<file path="src/rtl/osd_wport_pkg.sv">
`timescale 1ns/1ps
package osd_wport_pkg;
   typedef enum logic [1:0] {
      SEL_ROWMODE = 2'd0,
      SEL_COL     = 2'd1,
      SEL_DATA0   = 2'd2,
      SEL_DATA1   = 2'd3
   } reg_sel_e;

   localparam logic [1:0] MODE_CODE = 2'b00;
   localparam logic [1:0] MODE_ATTR = 2'b01;
endpackage

</file>
<file path="src/rtl/osd_reg_decode.sv">
`timescale 1ns/1ps
module osd_reg_decode
   import osd_wport_pkg::*;
#(
   parameter int DATA_W = 8,
   parameter int ROW_W  = 4,
   parameter int COL_W  = 5,
   localparam int WORD_W = DATA_W + 1
) (
   input  logic              clk,
   input  logic              rst,
   input  logic              reg_wr,
   input  logic [1:0]        reg_sel,
   input  logic [DATA_W-1:0] reg_wdata,
   output logic              ld_row,
   output logic              ld_col,
   output logic [ROW_W-1:0]  row_val,
   output logic [COL_W-1:0]  col_val,
   output logic              step,
   output logic              fire,
   output logic              plane,
   output logic [WORD_W-1:0] word,
   output logic [1:0]        mode_q
);
   generate
      if (DATA_W < ROW_W + 2) begin : g_bad_row
         $error("DATA_W too narrow for row index plus mode field");
      end
      if (DATA_W < COL_W) begin : g_bad_col
         $error("DATA_W too narrow for column index");
      end
   endgenerate

   logic mode_ok;

   always_comb begin
      ld_row  = reg_wr && (reg_sel == SEL_ROWMODE);
      ld_col  = reg_wr && (reg_sel == SEL_COL);
      step    = reg_wr && (reg_sel == SEL_DATA0 || reg_sel == SEL_DATA1);
      row_val = reg_wdata[ROW_W-1:0];
      col_val = reg_wdata[COL_W-1:0];
      word    = {(reg_sel == SEL_DATA1), reg_wdata};
      mode_ok = (mode_q == MODE_CODE) || (mode_q == MODE_ATTR);
      fire    = step && mode_ok;
      plane   = (mode_q == MODE_ATTR);
   end

   always_ff @(posedge clk) begin
      if (rst) begin
         mode_q <= MODE_CODE;
      end else if (ld_row) begin
         mode_q <= reg_wdata[DATA_W-1 -: 2];
      end
   end

   AST_MODE_LOAD: assert property (@(posedge clk) disable iff (rst)
      ld_row |=> mode_q == $past(reg_wdata[DATA_W-1 -: 2])) else $error("mode load");
endmodule

</file>
<file path="src/rtl/osd_addr_ctr.sv">
`timescale 1ns/1ps
module osd_addr_ctr #(
   parameter int ROW_W    = 4,
   parameter int COL_W    = 5,
   parameter int NUM_ROWS = 16,
   parameter int NUM_COLS = 30
) (
   input  logic             clk,
   input  logic             rst,
   input  logic             ld_row,
   input  logic [ROW_W-1:0] row_in,
   input  logic             ld_col,
   input  logic [COL_W-1:0] col_in,
   input  logic             step,
   output logic [ROW_W-1:0] row_q,
   output logic [COL_W-1:0] col_q
);
   localparam logic [COL_W-1:0] LAST_COL = COL_W'(NUM_COLS - 1);
   localparam logic [ROW_W-1:0] LAST_ROW = ROW_W'(NUM_ROWS - 1);

   generate
      if (NUM_COLS < 1 || NUM_COLS > (1 << COL_W)) begin : g_bad_cols
         $error("NUM_COLS does not fit COL_W");
      end
      if (NUM_ROWS < 1 || NUM_ROWS > (1 << ROW_W)) begin : g_bad_rows
         $error("NUM_ROWS does not fit ROW_W");
      end
   endgenerate

   logic col_last, row_last;

   generate
      if (NUM_COLS == (1 << COL_W)) begin : g_col_full
         assign col_last = &col_q;
      end else begin : g_col_cmp
         assign col_last = (col_q >= LAST_COL);
      end
      if (NUM_ROWS == (1 << ROW_W)) begin : g_row_full
         assign row_last = &row_q;
      end else begin : g_row_cmp
         assign row_last = (row_q >= LAST_ROW);
      end
   endgenerate

   always_ff @(posedge clk) begin
      if (rst) begin
         row_q <= '0;
         col_q <= '0;
      end else begin
         if (ld_row) row_q <= row_in;
         if (ld_col) col_q <= col_in;
         if (step) begin
            if (col_last) begin
               col_q <= '0;
               row_q <= row_last ? '0 : row_q + ROW_W'(1);
            end else begin
               col_q <= col_q + COL_W'(1);
            end
         end
      end
   end

   AST_COL_ADVANCE: assert property (@(posedge clk) disable iff (rst)
      (step && col_q < LAST_COL) |=> (col_q == $past(col_q) + COL_W'(1)) && (row_q == $past(row_q)))
      else $error("column advance");
   AST_COL_WRAP: assert property (@(posedge clk) disable iff (rst)
      (step && col_q >= LAST_COL) |=> col_q == '0) else $error("column wrap");
   AST_ROW_WRAP: assert property (@(posedge clk) disable iff (rst)
      (step && col_q >= LAST_COL && row_q >= LAST_ROW) |=> row_q == '0) else $error("row wrap");
   AST_COL_LOAD: assert property (@(posedge clk) disable iff (rst)
      (ld_col && !step) |=> col_q == $past(col_in)) else $error("column load");
endmodule

</file>
<file path="src/rtl/osd_wr_stage.sv">
`timescale 1ns/1ps
module osd_wr_stage #(
   parameter int ROW_W  = 4,
   parameter int COL_W  = 5,
   parameter int WORD_W = 9
) (
   input  logic              clk,
   input  logic              rst,
   input  logic              fire,
   input  logic              plane_in,
   input  logic [ROW_W-1:0]  row_in,
   input  logic [COL_W-1:0]  col_in,
   input  logic [WORD_W-1:0] word_in,
   output logic              we_q,
   output logic              plane_q,
   output logic [ROW_W-1:0]  row_q,
   output logic [COL_W-1:0]  col_q,
   output logic [WORD_W-1:0] word_q
);
   always_ff @(posedge clk) begin
      if (rst) begin
         we_q <= 1'b0;
      end else begin
         we_q <= fire;
      end
   end

   always_ff @(posedge clk) begin
      if (fire) begin
         plane_q <= plane_in;
         row_q   <= row_in;
         col_q   <= col_in;
         word_q  <= word_in;
      end
   end

   AST_ONE_PULSE: assert property (@(posedge clk) disable iff (rst)
      we_q |-> $past(fire)) else $error("strobe without write");
   AST_PAYLOAD: assert property (@(posedge clk) disable iff (rst)
      fire |=> we_q && word_q == $past(word_in) && col_q == $past(col_in)) else $error("payload");
endmodule

</file>
<file path="src/rtl/osd_ram_wport.sv">
`timescale 1ns/1ps
module osd_ram_wport
   import osd_wport_pkg::*;
#(
   parameter int DATA_W   = 8,
   parameter int ROW_W    = 4,
   parameter int COL_W    = 5,
   parameter int NUM_ROWS = 16,
   parameter int NUM_COLS = 30,
   localparam int WORD_W  = DATA_W + 1
) (
   input  logic              clk,
   input  logic              rst,
   input  logic              reg_wr,
   input  logic [1:0]        reg_sel,
   input  logic [DATA_W-1:0] reg_wdata,
   output logic              ram_we,
   output logic              ram_plane,
   output logic [ROW_W-1:0]  ram_row,
   output logic [COL_W-1:0]  ram_col,
   output logic [WORD_W-1:0] ram_wdata
);
   logic              ld_row, ld_col, step, fire, plane;
   logic [ROW_W-1:0]  row_val, row_cur;
   logic [COL_W-1:0]  col_val, col_cur;
   logic [WORD_W-1:0] word;
   logic [1:0]        mode_q;

   osd_reg_decode #(.DATA_W(DATA_W), .ROW_W(ROW_W), .COL_W(COL_W)) u_dec (
      .clk(clk), .rst(rst), .reg_wr(reg_wr), .reg_sel(reg_sel), .reg_wdata(reg_wdata),
      .ld_row(ld_row), .ld_col(ld_col), .row_val(row_val), .col_val(col_val),
      .step(step), .fire(fire), .plane(plane), .word(word), .mode_q(mode_q)
   );

   osd_addr_ctr #(.ROW_W(ROW_W), .COL_W(COL_W), .NUM_ROWS(NUM_ROWS), .NUM_COLS(NUM_COLS)) u_ctr (
      .clk(clk), .rst(rst), .ld_row(ld_row), .row_in(row_val), .ld_col(ld_col),
      .col_in(col_val), .step(step), .row_q(row_cur), .col_q(col_cur)
   );

   osd_wr_stage #(.ROW_W(ROW_W), .COL_W(COL_W), .WORD_W(WORD_W)) u_out (
      .clk(clk), .rst(rst), .fire(fire), .plane_in(plane), .row_in(row_cur),
      .col_in(col_cur), .word_in(word), .we_q(ram_we), .plane_q(ram_plane),
      .row_q(ram_row), .col_q(ram_col), .word_q(ram_wdata)
   );

   AST_NINTH_BIT: assert property (@(posedge clk) disable iff (rst)
      (reg_wr && reg_sel == SEL_DATA1 && fire) |=> ram_wdata[WORD_W-1]) else $error("port 1 msb");
   AST_NINTH_CLR: assert property (@(posedge clk) disable iff (rst)
      (reg_wr && reg_sel == SEL_DATA0 && fire) |=> !ram_wdata[WORD_W-1]) else $error("port 0 msb");
   AST_RSV_SILENT: assert property (@(posedge clk) disable iff (rst)
      (reg_wr && mode_q[1]) |=> !ram_we) else $error("reserved mode wrote");
   AST_ATTR_PLANE: assert property (@(posedge clk) disable iff (rst)
      (step && mode_q == MODE_ATTR) |=> ram_we && ram_plane) else $error("plane");
endmodule

</file>
<file path="config.mk">
export PLATFORM = sky130hd
export DESIGN_NAME = osd_ram_wport
export DESIGN_NICKNAME = d
export VERILOG_FILES = /design/src/rtl/osd_wport_pkg.sv /design/src/rtl/osd_reg_decode.sv /design/src/rtl/osd_addr_ctr.sv /design/src/rtl/osd_wr_stage.sv /design/src/rtl/osd_ram_wport.sv
export SDC_FILE = /design/constraint.sdc
export NUM_CORES = 1
export LEC_CHECK = 0
export BUFFER_PORTS_ARGS = -buffer_cell sky130_fd_sc_hd__buf_4
export CORE_MARGIN = 5
export CORE_UTILIZATION = 33
export CTS_CLUSTER_DIAMETER = 80
export DETAILED_ROUTE_END_ITERATION = 6
export GPL_TIMING_DRIVEN = 0
export PLACE_DENSITY = 0.67
export SLEW_MARGIN = 5
export SYNTH_ARGS = -nofsm -noshare
export SYNTH_HDL_FRONTEND = slang
export SYNTH_SLANG_ARGS = --single-unit
export TNS_END_PERCENT = 1
</file>
<file path="constraint.sdc">
create_clock -name clk -period 1.65 [get_ports clk]
set_clock_uncertainty 0.15 [all_clocks]
set_input_delay 0.165 -clock clk [delete_from_list [all_inputs] [get_ports clk]]
set_output_delay 0.165 -clock clk [all_outputs]
set_load 0.02 [all_outputs]
</file>
==> flow_summary.ini, run 1 <==
[flow_run]
maxCapViolations = 0

[layout]
post-route-util = 0.482
final_common_cell = buf_4
mostFrequentLayoutCells = buf_4, edfxtp_1, dfxtp_1, dlygate4sd3_1, a31oi_1
layout.nets = 166
syn2layout_area_growth_pct = 39.8
insertedDiodeCount = 0
postLayoutCellArea_mm2 = 0.00179
drive_gt1_frac = 0.351

[setup_path]
crit_arrival_ns = 1.56
startpoint_type = flip-flop
reg2reg_from = u_ctr.col_q[1]
r2r-end = u_ctr.row_q[2]
crit_path_end_kind = flip-flop
critPathMaxFanout = 8
reg2reg_slack_ns = 0.08
crit_required_ns = 1.64
r2r_cells = 7
critPathKind = reg -> reg

[cts]
cts_made_buffers = 5
clock-root-buffer = clkbuf_8
cts_tree = yes
worstSkewPairLatency_ns = 0.27
h-tree-depth = 2
numClockSinks = 31
cts.clk_slew.worst_paths_ns = 0.06
cts.path.max_buffers = 2
cts_setup_buffers = 0

[floorplan]
pin_count = 33
die_h_um = 72.3
design.die.area_mm2 = 0.00523
die_x_um = 72.3
initial_core_util = 0.345
core_area_mm2 = 0.00372
row_count = 22

[routing]
routed.top_layer = met4
wl_met3_um = 189
vias = 949
ant_nets = 0
drt_first_iter_violations = 69
met1_length_um = 1060
post_drt_wl_per_cell_um = 13.3
route.met2.wl_um = 1340
dr.pass1.iters = 4
drt-total-wl_um = 2650
drc = 0
vias_per_cell = 4.77

[yosys]
yosysSeqAreaShare = 0.633
avgSynthCellArea_um2 = 12.6
syn_area_mm2 = 0.00128
netlist_instances = 102
synth-seq-cells = 31
synth_nets = 118
ys_types = 23
yosysWarningCount = 0

[grt]
grt_max_degree = 20
grt_usage = 0.113
grt_pass1_vias = 922
antenna_found_initial = 0
grt_pass1_wl_um = 4360
grt-ovfl-total = 0

[timing]
slew_headroom = 0.608
rsz0062_at_grt = true
final-setup-viol-count = 0
min_period_ns = 1.57
fmax_mhz = 638
timing.final.crit_share = 0.951
tightest_slew_ns = 0.587
slew_violations = 0
finalHoldViolCount = 0

[power]
leakagePower_nw = 0.699
power_density_mw_per_mm2 = 914
ir_drop_v = 0.000341

[place]
dp_hpwl_um = 1870
port_buffers = 32
place_area_mm2 = 0.00158
globalplace.congestion = 0.712

[status]
outcome = completed

[hold_path]
min_from = reg_sel[0]
hold_end = u_out.word_q[8]
hp-class = in -> reg
whs_path_depth = 2
-- cells by family (layout without fill, tap and decap cells) --
kind of cell    Yosys count  after routing  synth area share
mux                       6              6            0.0469
xor+xnor                  4              4            0.0273
buf+inv                   6             55            0.0186
compound gates           19             19             0.109
simple gates             33             33             0.136
flops                    31             31             0.633
fa+ha+maj                 3              3            0.0293
-- repair_timing --
item,4_1_cts,5_1_grt
endpoints found under the hold margin,11,0
hold buffers,9,0
pin swaps,0,0
gates resized for setup,2,11
endpoints found under the setup margin,4,23
-- synth_stat cells --
cell,instances,area [um^2]
and2_1,1,6.26
nor2_1,12,45.0
buf_2,1,5.00
or3_1,1,6.26
clkbuf_1,2,7.51
nand2_1,1,3.75
o21ai_0,5,25.0
or2_2,1,6.26
nor3_1,7,35.0
ha_1,3,37.5
inv_1,3,11.3
nor3b_4,1,18.8
xnor2_1,2,17.5
edfxtp_1,19,571
xor2_1,2,17.5
nor2b_1,6,37.5
dfxtp_1,12,240
mux2i_1,6,60.1
nand3_1,3,15.0
a31oi_1,8,50.1
a21o_1,1,7.51
o21a_1,1,7.51
a211oi_2,4,50.1
-- final cells by class --
type | count | area [um^2]
buffer | 3 | 18.8
clock buffer | 7 | 76.3
clock inverter | 1 | 5.00
fill | 344 | 1920
inverter | 3 | 11.3
multi-input combinational | 65 | 474
sequential | 31 | 816
tap | 48 | 60.1
timing repair buffer | 41 | 330
-- power by group --
group | total (W) | switching, W | internal, W
Clock | 0.000546 | 0.000251 | 0.000295
Combinational | 0.000201 | 0.000104 | 0.0000965
Sequential | 0.000892 | 0.0000275 | 0.000864
Total | 0.00164 | 0.000383 | 0.00126
-- worst max-delay path by stage --
stage,start,endpoint
floorplan,u_ctr.col_q[0],u_ctr.row_q[0]
global placement,u_ctr.col_q[0],u_ctr.row_q[2]
detailed placement,u_ctr.col_q[0],u_ctr.row_q[3]
CTS,u_ctr.col_q[0],u_ctr.row_q[3]
global route,u_ctr.col_q[1],u_ctr.row_q[0]
finish,u_ctr.col_q[1],u_ctr.row_q[2]
-- worst max-delay path, stage by stage, from the launching register on --
cell and delay (ns):
dfxtp_2 0.35, inv_1 0.06, ha_1 0.15, nor3_2 0.04
or3_1 0.36, buf_6 0.16, nor2_2 0.12, a211oi_2 0.05
-- state kept, by name, summed over array words and instances, names as in the netlist --
signal and flops:
u_ctr.row_q 4, u_out.row_q 4, u_ctr.col_q 5, u_out.word_q 9
u_dec.mode_q 2, u_out.plane_q 1, u_out.we_q 1, u_out.col_q 5
-- stage by stage --
stage	hold slack [ns]	setup TNS, ns	power, W	cells	worst slack (ns)
after floorplan	0.0943	0	0.00100	102	0.0943
after global placement	0.196	-0.0103	0.00108	182	-0.00517
after detailed placement	0.202	-0.149	0.00109	182	-0.0678
after CTS	0.0774	0	0.00165	199	0.00963
after global routing	0.105	-0.0173	0.00172	199	-0.0116
final	0.101	0	0.00164	199	0.0815
-- layer usage --
layer,vias to the layer above,track usage
li1,472,-
met1,434,0.123
met2,33,0.185
met3,10,0.0416
met4,0,0.0689
met5,-,0
(Power assumes the default switching activity.)
==> run 2: changes to the inputs <==
--- a/config.mk
+++ b/config.mk
@@ -5,6 +5,7 @@
 export SDC_FILE = /design/constraint.sdc
 export NUM_CORES = 1
 export LEC_CHECK = 0
+export ABC_AREA = 1
 export BUFFER_PORTS_ARGS = -buffer_cell sky130_fd_sc_hd__buf_4
 export CORE_MARGIN = 5
 export CORE_UTILIZATION = 33
@@ -12,6 +13,7 @@
 export DETAILED_ROUTE_END_ITERATION = 6
 export GPL_TIMING_DRIVEN = 0
 export PLACE_DENSITY = 0.67
+export REMOVE_ABC_BUFFERS = 1
 export SLEW_MARGIN = 5
 export SYNTH_ARGS = -nofsm -noshare
 export SYNTH_HDL_FRONTEND = slang
==> flow_summary.ini, run 2 <==
[routing]
drt-total-wl_um = 2590
dr.pass1.iters = 4
ant_nets = 0
drc = 0
vias_per_cell = 4.62
vias = 1053
drt_first_iter_violations = 105
post_drt_wl_per_cell_um = 11.4

[setup_path]
critPathKind = reg -> reg
r2r-end = u_ctr.row_q[0]
crit_chain = inv_1, ha_1, nor2_1, nand2_1, nand3_4, clkinv_1, nor2_1, nor2_1
reg2reg_from = u_ctr.col_q[1]
crit_arrival_ns = 1.47
crit_end = u_ctr.row_q[0]
critPathMaxFanout = 7
startpoint_type = flip-flop
crit_path_start = u_ctr.col_q[1]
crit_path_end_kind = flip-flop
crit_required_ns = 1.68
reg2reg_slack_ns = 0.21
cp_common_cell = nor2_1
worst-path-buf-inv = 2
r2r_cells = 8
cp_slowest_cell = dfxtp_2
path_depth = 8
crit_family = simple AND/OR/NAND/NOR gates
cpPeakStageDelay_ns = 0.40

[layout]
largest_reg_flops = 9
syn2layout_area_growth_pct = 36.2
seq_area_um2 = 812
final_common_cell = buf_4
layout.nets = 193
top_register = u_out.word_q
mostFrequentLayoutCells = buf_4, nand2_1, edfxtp_1, nor2_1
drive_gt1_frac = 0.292
top_regs = u_out.word_q x9, u_ctr.col_q x5, u_out.col_q x5
fillers = 364
post-route-util = 0.456
multi_input_area_um2 = 453
insertedDiodeCount = 0

[grt]
grt_pass1_wl_um = 4290
grt-ovfl-total = 0
grt_usage = 0.108
grt_max_degree = 20
antenna_found_initial = 0
grt_pass1_vias = 956

[yosys]
synth_top_family_by_area = simple AND/OR/NAND/NOR gates
synth_most_common_cell = nand2_1
synth_edf_count = 19
synth-async-reset-ratio = 0
synth_compound_area_frac = 0.0816
avgSynthCellArea_um2 = 10.1
synth_xor_area_frac = 0.00664
yosysWarningCount = 0
ys_top_cells_by_count = nand2_1, edfxtp_1, nor2_1, dfxtp_1, a21oi_1
synth.area.mux_share = 0
yosys.area.top_type = edfxtp_1
synth_adder_area_share = 0.0285
yosys.area_share.simple = 0.221
yosysSeqAreaShare = 0.615
synthTopCellsByArea = edfxtp_1, dfxtp_1, nand2_1
synth-seq-cells = 31
ys_types = 24
netlist_instances = 131
synth.top_cell.area_share = 0.433
synth_flop_cell = edfxtp_1
syn_area_mm2 = 0.00132

[place]
globalplace.congestion = 0.825
dp_hpwl_um = 1880
port_buffers = 32

[status]
outcome = completed

[cts]
cts_made_buffers = 5
h-tree-depth = 2
cts_tree = yes
numClockSinks = 31
worstSkewPairLatency_ns = 0.28
cts_setup_buffers = 0
cts.clk_slew.worst_paths_ns = 0.06
clock-root-buffer = clkbuf_8
cts.path.max_buffers = 2

[timing]
hold_ws_ns = 0.0364
tightest_slew_ns = 0.567
finalHoldViolCount = 0
min_period_ns = 1.44
rsz0062_at_grt = false
fmax_mhz = 695
slew_headroom = 0.621
timing.final.crit_share = 0.872
final-setup-viol-count = 0
slew_violations = 0

[floorplan]
pin_count = 33
die_x_um = 73.2
row_count = 23
core_area_mm2 = 0.00394
design.die.area_mm2 = 0.00536
initial_core_util = 0.334
die_h_um = 73.2

[hold_path]
hp-class = in -> reg
min_from = reg_sel[0]

[power]
p_total_w = 0.00170
leakagePower_nw = 0.770
power_density_mw_per_mm2 = 944
ir_drop_v = 0.000243

[flow_run]
maxCapViolations = 0
-- run 2: cell count changes in the layout (fill, tap and decap cells not counted), sizes merged, moves of 8 or more --
cell,delta
a21oi,+11
a31oi,-8
inv,+8
nand2,+28
nand3,+8
-- run 2: kinds of logic after synthesis --
group | after synthesis
xor gates and xnor gates | 1
adders and majority gates | 3
DFF | 31
buffers and inverters | 14
and+or+nand+nor | 62
AOI/OAI and AO/OA | 20
-- run 2: worst min-delay path by stage --
stage | end | slack [ns] | cells past startpoint
detailed placement | u_out.we_q | 0.19 | 2
floorplan | u_out.we_q | 0.09 | 1
global placement | u_out.we_q | 0.19 | 2
global route | u_out.word_q[8] | 0.06 | 3
CTS | u_out.word_q[8] | 0.03 | 3
finish | u_out.word_q[8] | 0.04 | 3
-- run 2: layout make-up --
cell class,instances,area share
tap,50,0.0348
clock inverter,1,0.00279
sequential,31,0.452
clock buffer,7,0.0481
timing repair buffer,41,0.184
inverter,12,0.0265
multi-input combinational,86,0.252
-- run 2: through the flow --
step / cell area (um^2) / cells / worst slack (ns) / TNS (ns)
4_1_cts: 1800 / 228 / 0.136 / 0
3_5_place_dp: 1610 / 211 / -0.0276 / -0.508
2_1_floorplan: 1300 / 129 / -0.0490 / -0.930
3_3_place_gp: 1610 / 211 / -0.382 / -7.25
6_report: 1800 / 228 / 0.211 / 0
5_1_grt: 1800 / 228 / 0.101 / 0
-- run 2: worst min-delay path: stages --
cell     delay (ns)
buf_4          0.11
nand2_1        0.05
inv_1          0.04
-- run 2: routing by layer --
layer / track usage / up-vias / routed length, um / part of all wire
met2: 0.165 / 27 / 1250 / 0.48
li1: - / 537 / - / -
met5: 0 / - / 0 / 0
met3: 0.0331 / 6 / 169 / 0.065
met4: 0.0697 / 0 / 74 / 0.029
met1: 0.130 / 483 / 1090 / 0.42
-- run 2: what timing repair did --
action | CTS | global route
resized for setup | 1 | 1
hold buffers | 9 | 0
setup endpoints to repair | 19 | 2
endpoints found under the hold margin | 10 | 0
-- run 2: power by group --
group | switching (W) | leakage (nW) | internal (W)
sequential | 0.0000282 | 0.278 | 0.000866
combinational | 0.000113 | 0.443 | 0.0000895
clock | 0.000264 | 0.0482 | 0.000335
total | 0.000405 | 0.770 | 0.00129
==> run 3: changes to the inputs <==
--- a/config.mk
+++ b/config.mk
@@ -13,6 +13,7 @@
 export DETAILED_ROUTE_END_ITERATION = 6
 export GPL_TIMING_DRIVEN = 0
 export PLACE_DENSITY = 0.67
+export RECOVER_POWER = 50
 export REMOVE_ABC_BUFFERS = 1
 export SLEW_MARGIN = 5
 export SYNTH_ARGS = -nofsm -noshare
==> flow_summary.ini, run 3 (same netlist as run 2, synthesis figures left out) <==
[status]
outcome = completed

[cts]
cts_tree = yes
cts.path.max_buffers = 2
h-tree-depth = 2
cts.clk_slew.worst_paths_ns = 0.06
worstSkewPairLatency_ns = 0.28
cts_made_buffers = 5
numClockSinks = 31
clock-root-buffer = clkbuf_8

[setup_path]
crit_chain = inv_1, ha_1, nor2_1, nand2_1, nand3_4, clkinv_1, nor2_1, nor2_1
r2r_cells = 8
critPathMaxFanout = 7
crit_arrival_ns = 1.47
reg2reg_slack_ns = 0.21
crit_required_ns = 1.68
reg2reg_from = u_ctr.col_q[1]
crit_path_end_kind = flip-flop
r2r-end = u_ctr.row_q[0]
cp_slowest_cell = dfxtp_2
cpPeakStageDelay_ns = 0.40
crit_path_start = u_ctr.col_q[1]
startpoint_type = flip-flop
critPathKind = reg -> reg
crit_end = u_ctr.row_q[0]
cp_common_cell = nor2_1

[power]
netSwitchingFraction = 0.242
leakagePower_nw = 0.692
pwr-share-comb = 0.109
pwr-share-seq = 0.533
p_int_w = 0.00127
power.switching_w = 0.000406
p_total_w = 0.00168
ir_drop_v = 0.000241
power_density_mw_per_mm2 = 976
clkPwrFrac = 0.359

[floorplan]
pin_count = 33
die_x_um = 73.2
row_count = 23
design.die.area_mm2 = 0.00536
die_h_um = 73.2
core_area_mm2 = 0.00394
initial_core_util = 0.334

[grt]
grt-ovfl-total = 0
grt_usage = 0.108
grt_pass1_wl_um = 4290
antenna_found_initial = 0
grt_pass1_vias = 956
grt_max_degree = 20

[layout]
final_common_cell = nand2_1
post-route-util = 0.436
insertedDiodeCount = 0
instances_no_fill = 228
syn2layout_area_growth_pct = 30.3
layout.nets = 193
drive_gt1_frac = 0.174
fillers = 397
top_regs = u_out.word_q x9, u_ctr.col_q x5, u_out.col_q x5
mostFrequentLayoutCells = nand2_1, clkbuf_1, edfxtp_1, nor2_1
top_register = u_out.word_q
largest_reg_flops = 9

[routing]
met1_length_um = 1120
vias = 1052
dr.pass1.iters = 4
route.met2.wl_um = 1250
vias_per_cell = 4.61
wl_met3_um = 159
drt-total-wl_um = 2600
ant_nets = 0
routed.top_layer = met4
drt_first_iter_violations = 88
post_drt_wl_per_cell_um = 11.4
drc = 0

[timing]
slew_violations = 0
timing.final.crit_share = 0.872
tightest_slew_ns = 0.565
fmax_mhz = 695
finalHoldViolCount = 0
min_period_ns = 1.44
layout_setup_ws_ns = 0.211
final-setup-viol-count = 0
rsz0062_at_grt = false
slew_headroom = 0.623

[hold_path]
hp-class = in -> reg
min_from = reg_sel[0]

[place]
dp_slack_ns = -0.0276
dp_hpwl_um = 1880
port_buffers = 32
globalplace.congestion = 0.825
dp_cells = 211

[flow_run]
maxCapViolations = 0
==> run 3: changes by cell type in the layout (fill, tap and decap cells not counted) <==
cell,before,now
clkbuf_1,1,22
clkbuf_4,0,4
buf_4,32,7
==> run 3: power groups by stage <==
stage | Clock (W) | Combinational [W] | Sequential, W
after floorplan | 0 | 0.0000746 | 0.000933
after global placement | 0 | 0.000182 | 0.000909
after detailed placement | 0 | 0.000185 | 0.000910
after CTS | 0.000619 | 0.000204 | 0.000893
after global routing | 0.000656 | 0.000202 | 0.000899
final | 0.000601 | 0.000182 | 0.000893
==> run 3: worst min path at each step <==
| stage | to | cells after the start |
|---|---|---|
| 2_1_floorplan | u_out.we_q | 1 |
| 3_3_place_gp | u_out.we_q | 2 |
| 3_5_place_dp | u_out.we_q | 2 |
| 4_1_cts | u_out.word_q[8] | 3 |
| 5_1_grt | u_out.word_q[8] | 3 |
| 6_report | u_out.word_q[8] | 3 |
==> run 3: area by class of cell <==
| class | count | area, um^2 | area share |
|---|---|---|---|
| Sequential cell | 31 | 812 | 0.473 |
| Multi-Input combinational cell | 86 | 453 | 0.264 |
| Timing Repair Buffer | 41 | 251 | 0.146 |
| Clock buffer | 7 | 86.3 | 0.0503 |
| Tap cell | 50 | 62.6 | 0.0364 |
| Inverter | 12 | 47.5 | 0.0277 |
| Clock inverter | 1 | 5.00 | 0.00291 |
==> run 3: stage by stage <==
step           hold WS, ns  TNS (ns)  area [um^2]
2_1_floorplan       0.0918    -0.930         1300
3_3_place_gp         0.191     -7.25         1610
3_5_place_dp         0.193    -0.508         1610
4_1_cts             0.0273         0         1800
5_1_grt             0.0559         0         1720
6_report            0.0350         0         1720
==> run 3: repair_timing <==
action	in CTS	in global routing
endpoints found under the hold margin	10	0
gates cloned	0	0
setup buffers	0	0
resized for setup	1	1
setup endpoints to repair	19	2
hold buffers	9	0
==> run 3: per-layer routing <==
| layer | vias to the layer above | global-route usage |
|---|---|---|
| met4 | 0 | 0.0697 |
| met2 | 27 | 0.165 |
| met1 | 482 | 0.130 |
| met5 | - | 0 |
| met3 | 6 | 0.0331 |
| li1 | 537 | - |
==> run 3: critical path: cells and delay by family (launching register included) <==
kind / cells / cell delay, ns
adders and majority gates: 1 / 0.17
buffers and inverters: 2 / 0.15
DFF: 1 / 0.40
and+or+nand+nor: 5 / 0.48
